$ cat config.mk
export PLATFORM = sky130hd
export DESIGN_NAME = ctrl_decoder
export DESIGN_NICKNAME = d
export VERILOG_FILES = /design/src/rtl/ctrl_pkg.sv /design/src/rtl/ctrl_match.sv /design/src/rtl/ctrl_terms.sv /design/src/rtl/ctrl_pipe.sv /design/src/rtl/ctrl_decoder.sv
export SDC_FILE = /design/constraint.sdc
export NUM_CORES = 1
export LEC_CHECK = 0
export BUFFER_PORTS_ARGS = -buffer_cell sky130_fd_sc_hd__buf_2
export CAP_MARGIN = 15
export CORE_AREA = 2 2 39 41
export CTS_CLUSTER_SIZE = 25
export DETAILED_ROUTE_END_ITERATION = 10
export DIE_AREA = 0 0 41 43
export GPL_TIMING_DRIVEN = 0
export PLACE_DENSITY = 0.79
export SETUP_SLACK_MARGIN = 0.1
export SLEW_MARGIN = 30
export SYNTH_ARGS = -nofsm -noshare
export SYNTH_HDL_FRONTEND = slang
export SYNTH_SLANG_ARGS = --single-unit
$ cat constraint.sdc
create_clock -name clk -period 1.6 [get_ports clk]
set_clock_uncertainty 0.1 [all_clocks]
set_input_delay 0.16 -clock clk [delete_from_list [all_inputs] [get_ports clk]]
set_output_delay 0.16 -clock clk [all_outputs]
set_load 0.02 [all_outputs]
$ cat src/rtl/ctrl_pkg.sv
package ctrl_pkg;

  localparam int OP_W = 6;
  localparam int FN_W = 6;

  localparam logic [OP_W-1:0] OP_RFMT  = 6'h00;
  localparam logic [OP_W-1:0] OP_JMP   = 6'h02;
  localparam logic [OP_W-1:0] OP_JLNK  = 6'h03;
  localparam logic [OP_W-1:0] OP_BEQ   = 6'h04;
  localparam logic [OP_W-1:0] OP_BNE   = 6'h05;
  localparam logic [OP_W-1:0] OP_LOAD  = 6'h23;
  localparam logic [OP_W-1:0] OP_STORE = 6'h2B;
  localparam logic [OP_W-1:0] OP_ARI_LO = 6'h08;
  localparam logic [OP_W-1:0] OP_ARI_HI = 6'h0B;
  localparam logic [OP_W-1:0] OP_BOOL_LO = 6'h0C;
  localparam logic [OP_W-1:0] OP_BOOL_HI = 6'h0F;

  localparam logic [FN_W-1:0] FN_RJMP  = 6'h08;
  localparam logic [FN_W-1:0] FN_RJLNK = 6'h09;

  typedef enum logic [1:0] {
    ALU_ADD   = 2'd0,
    ALU_SUB   = 2'd1,
    ALU_FUNCT = 2'd2,
    ALU_IMMOP = 2'd3
  } alu_cls_e;

  typedef struct packed {
    logic     dst_rd;
    logic     link;
    logic     reg_jump;
    logic     jump;
    logic     reg_we;
    logic     src_imm;
    alu_cls_e alu_cls;
    logic     mem_rd;
    logic     mem_wr;
    logic     wb_mem;
    logic     branch;
    logic     sext;
  } ctrl_t;

  typedef struct packed {
    logic alu_r;
    logic rjmp;
    logic rjlnk;
    logic jmp;
    logic jlnk;
    logic brn;
    logic load;
    logic store;
    logic ari_i;
    logic bool_i;
  } hit_t;

endpackage

$ cat src/rtl/ctrl_match.sv
module ctrl_match
  import ctrl_pkg::*;
#(
  parameter int OPW = OP_W,
  parameter int FNW = FN_W
) (
  input  logic [OPW-1:0] op,
  input  logic [FNW-1:0] fn,
  output hit_t           hit
);
  logic is_rfmt;
  logic fn_rjmp;
  logic fn_rjlnk;

  assign is_rfmt  = (op == OPW'(OP_RFMT));
  assign fn_rjmp  = (fn == FNW'(FN_RJMP));
  assign fn_rjlnk = (fn == FNW'(FN_RJLNK));

  always_comb begin
    hit        = '0;
    hit.rjmp   = is_rfmt & fn_rjmp;
    hit.rjlnk  = is_rfmt & fn_rjlnk;
    hit.alu_r  = is_rfmt & ~fn_rjmp & ~fn_rjlnk;
    hit.jmp    = (op == OPW'(OP_JMP));
    hit.jlnk   = (op == OPW'(OP_JLNK));
    hit.brn    = (op == OPW'(OP_BEQ)) | (op == OPW'(OP_BNE));
    hit.load   = (op == OPW'(OP_LOAD));
    hit.store  = (op == OPW'(OP_STORE));
    hit.ari_i  = (op >= OPW'(OP_ARI_LO)) & (op <= OPW'(OP_ARI_HI));
    hit.bool_i = (op >= OPW'(OP_BOOL_LO)) & (op <= OPW'(OP_BOOL_HI));
  end

  always_comb begin
    a_onehot_r13: assert ($onehot0(hit));
  end
endmodule

$ cat src/rtl/ctrl_terms.sv
module ctrl_terms
  import ctrl_pkg::*;
(
  input  hit_t  hit,
  output ctrl_t ctl
);
  logic any_link;
  logic imm_alu;
  logic mem_acc;

  assign any_link = hit.jlnk | hit.rjlnk;
  assign imm_alu  = hit.ari_i | hit.bool_i;
  assign mem_acc  = hit.load | hit.store;

  always_comb begin
    ctl          = '0;
    ctl.dst_rd   = hit.alu_r | hit.rjlnk;
    ctl.link     = any_link;
    ctl.reg_jump = hit.rjmp | hit.rjlnk;
    ctl.jump     = hit.jmp | hit.rjmp | any_link;
    ctl.reg_we   = hit.alu_r | any_link | hit.load | imm_alu;
    ctl.src_imm  = mem_acc | imm_alu;
    ctl.mem_rd   = hit.load;
    ctl.mem_wr   = hit.store;
    ctl.wb_mem   = hit.load;
    ctl.branch   = hit.brn;
    ctl.sext     = hit.ari_i | mem_acc | hit.brn;
    if (hit.alu_r)      ctl.alu_cls = ALU_FUNCT;
    else if (imm_alu)   ctl.alu_cls = ALU_IMMOP;
    else if (hit.brn)   ctl.alu_cls = ALU_SUB;
    else                ctl.alu_cls = ALU_ADD;
  end
endmodule

$ cat src/rtl/ctrl_pipe.sv
module ctrl_pipe #(
  parameter int W = 8
) (
  input  logic         clk,
  input  logic         rst,
  input  logic [W-1:0] d,
  output logic [W-1:0] q
);
  always_ff @(posedge clk) begin
    if (rst) q <= '0;
    else     q <= d;
  end
endmodule

$ cat src/rtl/ctrl_decoder.sv
module ctrl_decoder
  import ctrl_pkg::*;
#(
  parameter int OPW = OP_W,
  parameter int FNW = FN_W
) (
  input  logic           clk,
  input  logic           rst,
  input  logic [OPW-1:0] op_i,
  input  logic [FNW-1:0] fn_i,
  output logic           dst_rd_o,
  output logic           link_o,
  output logic           reg_jump_o,
  output logic           jump_o,
  output logic           reg_we_o,
  output logic           src_imm_o,
  output logic [1:0]     alu_cls_o,
  output logic           mem_rd_o,
  output logic           mem_wr_o,
  output logic           wb_mem_o,
  output logic           branch_o,
  output logic           sext_o
);
  localparam int CW = $bits(ctrl_t);

  hit_t          hit;
  ctrl_t         ctl_d;
  ctrl_t         ctl_q;
  logic [CW-1:0] q_vec;

  ctrl_match #(.OPW(OPW), .FNW(FNW)) u_match (.op(op_i), .fn(fn_i), .hit(hit));
  ctrl_terms u_terms (.hit(hit), .ctl(ctl_d));
  ctrl_pipe #(.W(CW)) u_pipe (.clk(clk), .rst(rst), .d(ctl_d), .q(q_vec));

  assign ctl_q      = ctrl_t'(q_vec);
  assign dst_rd_o   = ctl_q.dst_rd;
  assign link_o     = ctl_q.link;
  assign reg_jump_o = ctl_q.reg_jump;
  assign jump_o     = ctl_q.jump;
  assign reg_we_o   = ctl_q.reg_we;
  assign src_imm_o  = ctl_q.src_imm;
  assign alu_cls_o  = ctl_q.alu_cls;
  assign mem_rd_o   = ctl_q.mem_rd;
  assign mem_wr_o   = ctl_q.mem_wr;
  assign wb_mem_o   = ctl_q.wb_mem;
  assign branch_o   = ctl_q.branch;
  assign sext_o     = ctl_q.sext;

  logic past_ok;
  always_ff @(posedge clk) begin
    if (rst) past_ok <= 1'b0;
    else     past_ok <= 1'b1;
  end

  p_reset_clear_r1: assert property (@(posedge clk)
    $past(rst) |-> (q_vec == '0));

  p_store_latency_r2: assert property (@(posedge clk) disable iff (rst)
    (past_ok && $past(op_i) == OPW'(OP_STORE)) |-> (mem_wr_o && !reg_we_o));

  p_rjmp_nowrite_r4: assert property (@(posedge clk) disable iff (rst)
    (reg_jump_o && !link_o) |-> (!reg_we_o && !mem_wr_o && jump_o));

  p_link_writes_r5: assert property (@(posedge clk) disable iff (rst)
    link_o |-> (reg_we_o && jump_o && alu_cls_o == 2'd0));

  p_abs_link_r31_r6: assert property (@(posedge clk) disable iff (rst)
    (past_ok && $past(op_i) == OPW'(OP_JLNK)) |-> (link_o && !dst_rd_o && !reg_jump_o));

  p_mem_excl_r8: assert property (@(posedge clk) disable iff (rst)
    !(mem_rd_o && mem_wr_o));

  p_bool_zext_r12: assert property (@(posedge clk) disable iff (rst)
    (past_ok && $past(op_i) >= OPW'(OP_BOOL_LO) && $past(op_i) <= OPW'(OP_BOOL_HI))
      |-> (!sext_o && src_imm_o));
endmodule

==> results of run 1 <==
logic make-up (layout without fill, tap and decap cells):
| logic type | count (synthesis) | in the layout | share of synthesized area |
|---|---|---|---|
| simple gates | 24 | 24 | 0.299 |
| buf+inv | 4 | 31 | 0.0412 |
| compound gates | 11 | 11 | 0.165 |
| flops | 12 | 12 | 0.495 |
cell usage after synthesis (all sizes together):
library cell  count
o21ai             1
inv               1
o21a              3
nor2              5
or4b              1
o31a              1
or3               2
clkbuf            1
a21oi             3
nor3              4
or2               2
o211a             1
or3b              2
o21ba             1
dfxtp            12
and2              1
nor4              4
nand2b            2
nand3             1
o32ai             1
buf               2
per-layer routing:
| metal | vias to the layer above | track usage | wire, um |
|---|---|---|---|
| li1 | 242 | - | - |
| met1 | 228 | 0.165 | 387 |
| met2 | 34 | 0.200 | 512 |
| met3 | 5 | 0.0157 | 100 |
| met4 | 0 | 0.120 | 39 |
| met5 | - | 0 | 0 |
cell usage in the layout (no fill, tap or decap), types with 2 or more instances in the layout:
cell and n:
buf_2 25, dfxtp_1 12, nor2_1 5, nor4_1 4, nor3_1 4, a21oi_1 3
o21a_1 3, clkbuf_4 3, nand2b_1 2, or3b_2 2
final cells by class:
| cell class | count | share of cell area |
|---|---|---|
| inverter | 1 | 0.00579 |
| clock buffer | 3 | 0.0347 |
| timing repair buffer | 24 | 0.185 |
| buffer | 3 | 0.0251 |
| multi-input combinational | 35 | 0.347 |
| sequential | 12 | 0.371 |
| tap | 16 | 0.0309 |
worst max-delay path, delay by kind of cell:
kind / cells / cell delay (ns)
buf+inv: 1 / 0.10
compound gates: 1 / 0.33
simple gates: 2 / 0.74
per-stage QoR:
step | hold WS [ns] | worst slack (ns) | instances | cell area, um^2 | utilization
2_1_floorplan | 0.138 | 0.216 | 51 | 485 | -
3_3_place_gp | 0.323 | 0.0621 | 91 | 626 | 0.452
3_5_place_dp | 0.325 | 0.0471 | 91 | 626 | 0.452
4_1_cts | 0.0407 | 0.312 | 94 | 648 | 0.468
5_1_grt | 0.0534 | 0.284 | 94 | 648 | 0.468
6_report | 0.0467 | 0.326 | 94 | 648 | 0.468
power breakdown:
part	total, uW	internal, uW	switching [uW]	leakage, uW
sequential	305	304	0.991	0.0000972
combinational	68.5	29.1	39.4	0.000194
clock	184	87.2	96.8	0.0000138
total	557	420	137	0.000305
worst min path at each step:
| stage | from | to | slack, ns |
|---|---|---|---|
| 2_1_floorplan | op_i[0] | u_pipe.q[10]$_SDFF_PP0_ | 0.14 |
| 3_3_place_gp | op_i[3] | u_pipe.q[4]$_SDFF_PP0_ | 0.32 |
| 3_5_place_dp | op_i[3] | u_pipe.q[4]$_SDFF_PP0_ | 0.32 |
| 4_1_cts | op_i[0] | u_pipe.q[10]$_SDFF_PP0_ | 0.04 |
| 5_1_grt | op_i[0] | u_pipe.q[10]$_SDFF_PP0_ | 0.05 |
| 6_report | op_i[0] | u_pipe.q[10]$_SDFF_PP0_ | 0.05 |
==> impl_metrics.csv, run 1 <==
group,metric,value,unit
run_status,status,"finished clean",
setup_path,startpoint,"rst",
synthesis,syn-cell-area,485,um^2
synthesis,synth-seq-cells,12,
finish,largest_reg_flops,12,
clock_network,cts_resized,0,
floorplan,io_pins,27,
finish,regArea,240,um^2
timing,slew_viol_final,0,
floorplan,dieArea,1760,um^2
synthesis,ys_seq_area_frac,0.495,
setup_path,critPathLaunchType,"input pin",
power,leakagePower,0.000305,uW
setup_path,path_cells,"buf_2 > or3_4 > or3_1 > o32ai_1",
synthesis,synth_top_area_cell,"dfxtp_1",
finish,n_antenna_cell,0,
floorplan,num_rows,14,
finish,largest_register,"u_pipe.q",
detailed_routing,drc_errors,0,
detailed_routing,first_pass_iters,4,
setup_path,critPathArrivalTime,1.34,ns
synthesis,synth_top_area_frac,0.495,
timing,rsz0062_at_grt,"no",
placement,place.gp.congestion,0.739,
clock_network,cts_max_level,1,
setup_path,slowest_delay,0.40,ns
timing,finalCriticalPeriod,1.27,ns
clock_network,cts_tree,"yes",
placement,post-dp-hpwl,791,um
detailed_routing,drt-total-wl,1040,um
timing,tns,0,ns
floorplan,die_w,41,um
timing,finalCritPeriodShare,0.796,
finish,nets,94,
global_route,grt_pass1_wl,1610,um
finish,area_growth,33.5,%
detailed_routing,drt-initial-drc-count,15,
synthesis,syn-num-nets,65,
global_route,antenna_found_initial,0,
placement,io_buffers,24,
detailed_routing,avgViaCountPerCell,5.41,
clock_network,hold_buffers,0,
global_route,grt_max_degree,11,
worst_hold_path,hold-path-cell-count,2,
floorplan,core-area,1380,um^2
clock_network,cts-root-buf,"clkbuf_4",
clock_network,post_cts_buffers,0,
global_route,grt_usage,0.137,
power,peakVddDrop,0.253,mV
setup_path,cp-end-kind,"register",
setup_path,cpMaxStageDelayCell,"or3_4",
timing,slew_headroom,0.760,
timing,worst_slew_pin_slew,0.358,ns
clock_network,cts.path.max_buffers,2,
worst_hold_path,min_path_type,"input pin to register",
synthesis,ys_warn_count,0,
setup_path,required,1.67,ns
detailed_routing,postRouteAntennaNets,0,
timing,fmax,785,MHz
flow_run,drv_cap,0,
global_route,grt_pass1_vias,404,
clock_network,cts_made_buffers,3,
timing,setup_viol,0,
detailed_routing,via_count,509,
setup_path,cp-endpoint,"u_pipe.q[8]$_SDFF_PP0_",
power,power.density,860,nW/um^2
setup_path,path_max_fanout,5,
floorplan,die_y,43,um
power,p_total,557,uW
finish,drive_above_1_share,0.436,
clock_network,clock_sinks,12,
timing,hold_violations,0,
synthesis,postSynthCellCount,51,
detailed_routing,wl_per_cell,11.1,um
finish,reg.largest.list,"u_pipe.q (12)",
finish,fillers,136,
synthesis,synth_area_leaders,"dfxtp_1 49%, nor4_1 5.2%, o21a_1 4.6%",
setup_path,worstSetupPathType,"input pin to register",
global_route,grt-ovfl-total,0,
clock_network,clk_pin_slew,0.07,ns
finish,multiInputGateArea,225,um^2
synthesis,synth_area_per_cell,9.52,um^2
synthesis,synth.distinct_cells,24,
floorplan,initial_core_util,0.351,
No activity file was read; power rests on OpenSTA's default activity.
==> run 2: changes to the inputs <==
clock period = 1.2 ns   (was 1.6 ns; I/O delays follow)
==> run 2 against run 1 <==
Net effect: die area is the same; setup slack lost 0.27 ns; core utilization grew 4.9 points; final area grew 10%; wire length grew 5.6%; final cell count grew 1.1%; non-clock buffer count grew 1; sequential share of layout area shrank 3.3 points; first-iteration DRC count shrank 47%; combinational power grew 56%; sequential cell count is the same.
==> impl_metrics.csv, run 2 (synthesis gave the netlist of run 1 again) <==
group,metric,value,unit
power,leakagePower,0.000324,uW
clock_network,cts_max_level,1,
clock_network,cts.path.max_buffers,2,
timing,tns,0,ns
clock_network,clk_pin_slew,0.07,ns
run_status,status,"finished clean",
power,p_sw_frac,0.247,
detailed_routing,wl_per_cell,11.5,um
floorplan,core-area,1380,um^2
power,p_switching,186,uW
floorplan,initial_core_util,0.351,
placement,pre_cts_ws,-0.243,ns
finish,multiInputGateArea,270,um^2
timing,fmax,876,MHz
timing,setup_ws,0.0590,ns
finish,n_antenna_cell,0,
finish,fin_util,0.517,
power,clkPwrFrac,0.319,
worst_hold_path,min_path_type,"input pin to register",
setup_path,cpMaxStageDelayCell,"or4b_4",
finish,reg.largest.list,"u_pipe.q (12)",
timing,rsz0062_at_grt,"yes",
floorplan,dieArea,1760,um^2
finish,area_growth,47.4,%
setup_path,critPathArrivalTime,1.21,ns
global_route,grt_pass1_wl,1790,um
placement,postPlaceCellArea,631,um^2
detailed_routing,first_pass_iters,5,
global_route,antenna_found_initial,0,
detailed_routing,drc_errors,0,
floorplan,die_w,41,um
clock_network,cts-root-buf,"clkbuf_4",
finish,final_area,716,um^2
finish,final_common_cell,"buf_2",
power,peakVddDrop,0.328,mV
timing,slew_headroom,0.777,
timing,hold_violations,0,
setup_path,path_cells,"buf_6 > or4b_4 > or2_4 > o211a_1",
power,p_seq_frac,0.539,
placement,io_buffers,24,
detailed_routing,drt-total-wl,1100,um
setup_path,critPathLaunchType,"input pin",
floorplan,io_pins,27,
placement,post-dp-hpwl,766,um
detailed_routing,avgViaCountPerCell,5.04,
timing,setup_viol,0,
detailed_routing,postRouteAntennaNets,0,
setup_path,cp-endpoint,"u_pipe.q[12]$_SDFF_PP0_",
setup_path,required,1.27,ns
global_route,grt_pass1_vias,430,
power,p_int,567,uW
setup_path,cp-end-kind,"register",
clock_network,cts_made_buffers,3,
finish,drive_above_1_share,0.557,
setup_path,path_max_fanout,2,
finish,nets,95,
finish,largest_register,"u_pipe.q",
setup_path,startpoint,"fn_i[4]",
timing,worst_slew_pin_slew,0.332,ns
timing,finalCriticalPeriod,1.14,ns
flow_run,drv_cap,0,
floorplan,num_rows,14,
setup_path,worstSetupPathType,"input pin to register",
finish,layout_common_cells,"23 x buf_2, 11 x dfxtp_1, 5 x nor2_1",
clock_network,cts_tree,"yes",
floorplan,die_y,43,um
timing,slew_viol_final,0,
global_route,grt-ovfl-total,0,
power,p_comb_frac,0.142,
setup_path,slowest_delay,0.53,ns
finish,regArea,241,um^2
power,power.density,1050,nW/um^2
timing,finalCritPeriodShare,0.951,
detailed_routing,via_count,479,
placement,place.gp.congestion,0.719,
global_route,grt_max_degree,11,
detailed_routing,drt-initial-drc-count,8,
clock_network,clock_sinks,12,
global_route,grt_usage,0.150,
finish,largest_reg_flops,12,
finish,fillers,123,
## run 2: worst min path at each step
stage                        from                 endpoint  slack, ns  cells after the start
after detailed placement  op_i[3]   u_pipe.q[4]$_SDFF_PP0_       0.29                      2
after floorplan           op_i[0]  u_pipe.q[10]$_SDFF_PP0_        0.1                      1
after CTS                 op_i[0]  u_pipe.q[10]$_SDFF_PP0_       0.01                      2
final                     op_i[3]   u_pipe.q[4]$_SDFF_PP0_      0.009                      2
after global routing      op_i[0]  u_pipe.q[10]$_SDFF_PP0_       0.01                      2
after global placement    op_i[3]   u_pipe.q[4]$_SDFF_PP0_       0.28                      2
## run 2: critical path: cells and delay by family
| family | cells | cell delay, ns |
|---|---|---|
| AOI/OAI and AO/OA | 1 | 0.20 |
| buffers and inverters | 1 | 0.09 |
| and+or+nand+nor | 2 | 0.80 |
## run 2: cell type report
class / count / share of cell area
Sequential cell: 12 / 0.337
Buffer: 3 / 0.0245
Timing Repair Buffer: 25 / 0.196
Clock buffer: 3 / 0.0315
Multi-Input combinational cell: 35 / 0.378
Inverter: 1 / 0.00524
Tap cell: 16 / 0.0280
## run 2: through the flow
stage / power (uW) / hold WS [ns] / cells
2_1_floorplan: 468 / 0.0978 / 51
3_3_place_gp: 505 / 0.281 / 91
3_5_place_dp: 508 / 0.293 / 91
4_1_cts: 752 / 0.0106 / 95
5_1_grt: 786 / 0.0124 / 95
6_report: 754 / 0.00909 / 95
## run 2: layer usage
layer	vias to the layer above	track usage	part of all wire
met5	-	0	0
met1	215	0.184	0.43
met2	18	0.222	0.50
li1	243	-	-
met3	3	0.0157	0.046
met4	0	0.120	0.021
## run 2: repair_timing
action / 4_1_cts / 5_1_grt
buffers inserted: 1 / 0
setup endpoints to repair: 3 / 6
hold buffers: 0 / 0
pin swaps: 2 / 1
gates cloned: 0 / 0
gates resized for setup: 6 / 6
## run 2: power by group through the flow
stage	Combinational (uW)	Clock [uW]	Sequential, uW
global placement	90.1	0	415
floorplan	42.4	0	425
detailed placement	92.0	0	416
global route	117	262	407
finish	107	240	406
CTS	103	243	406
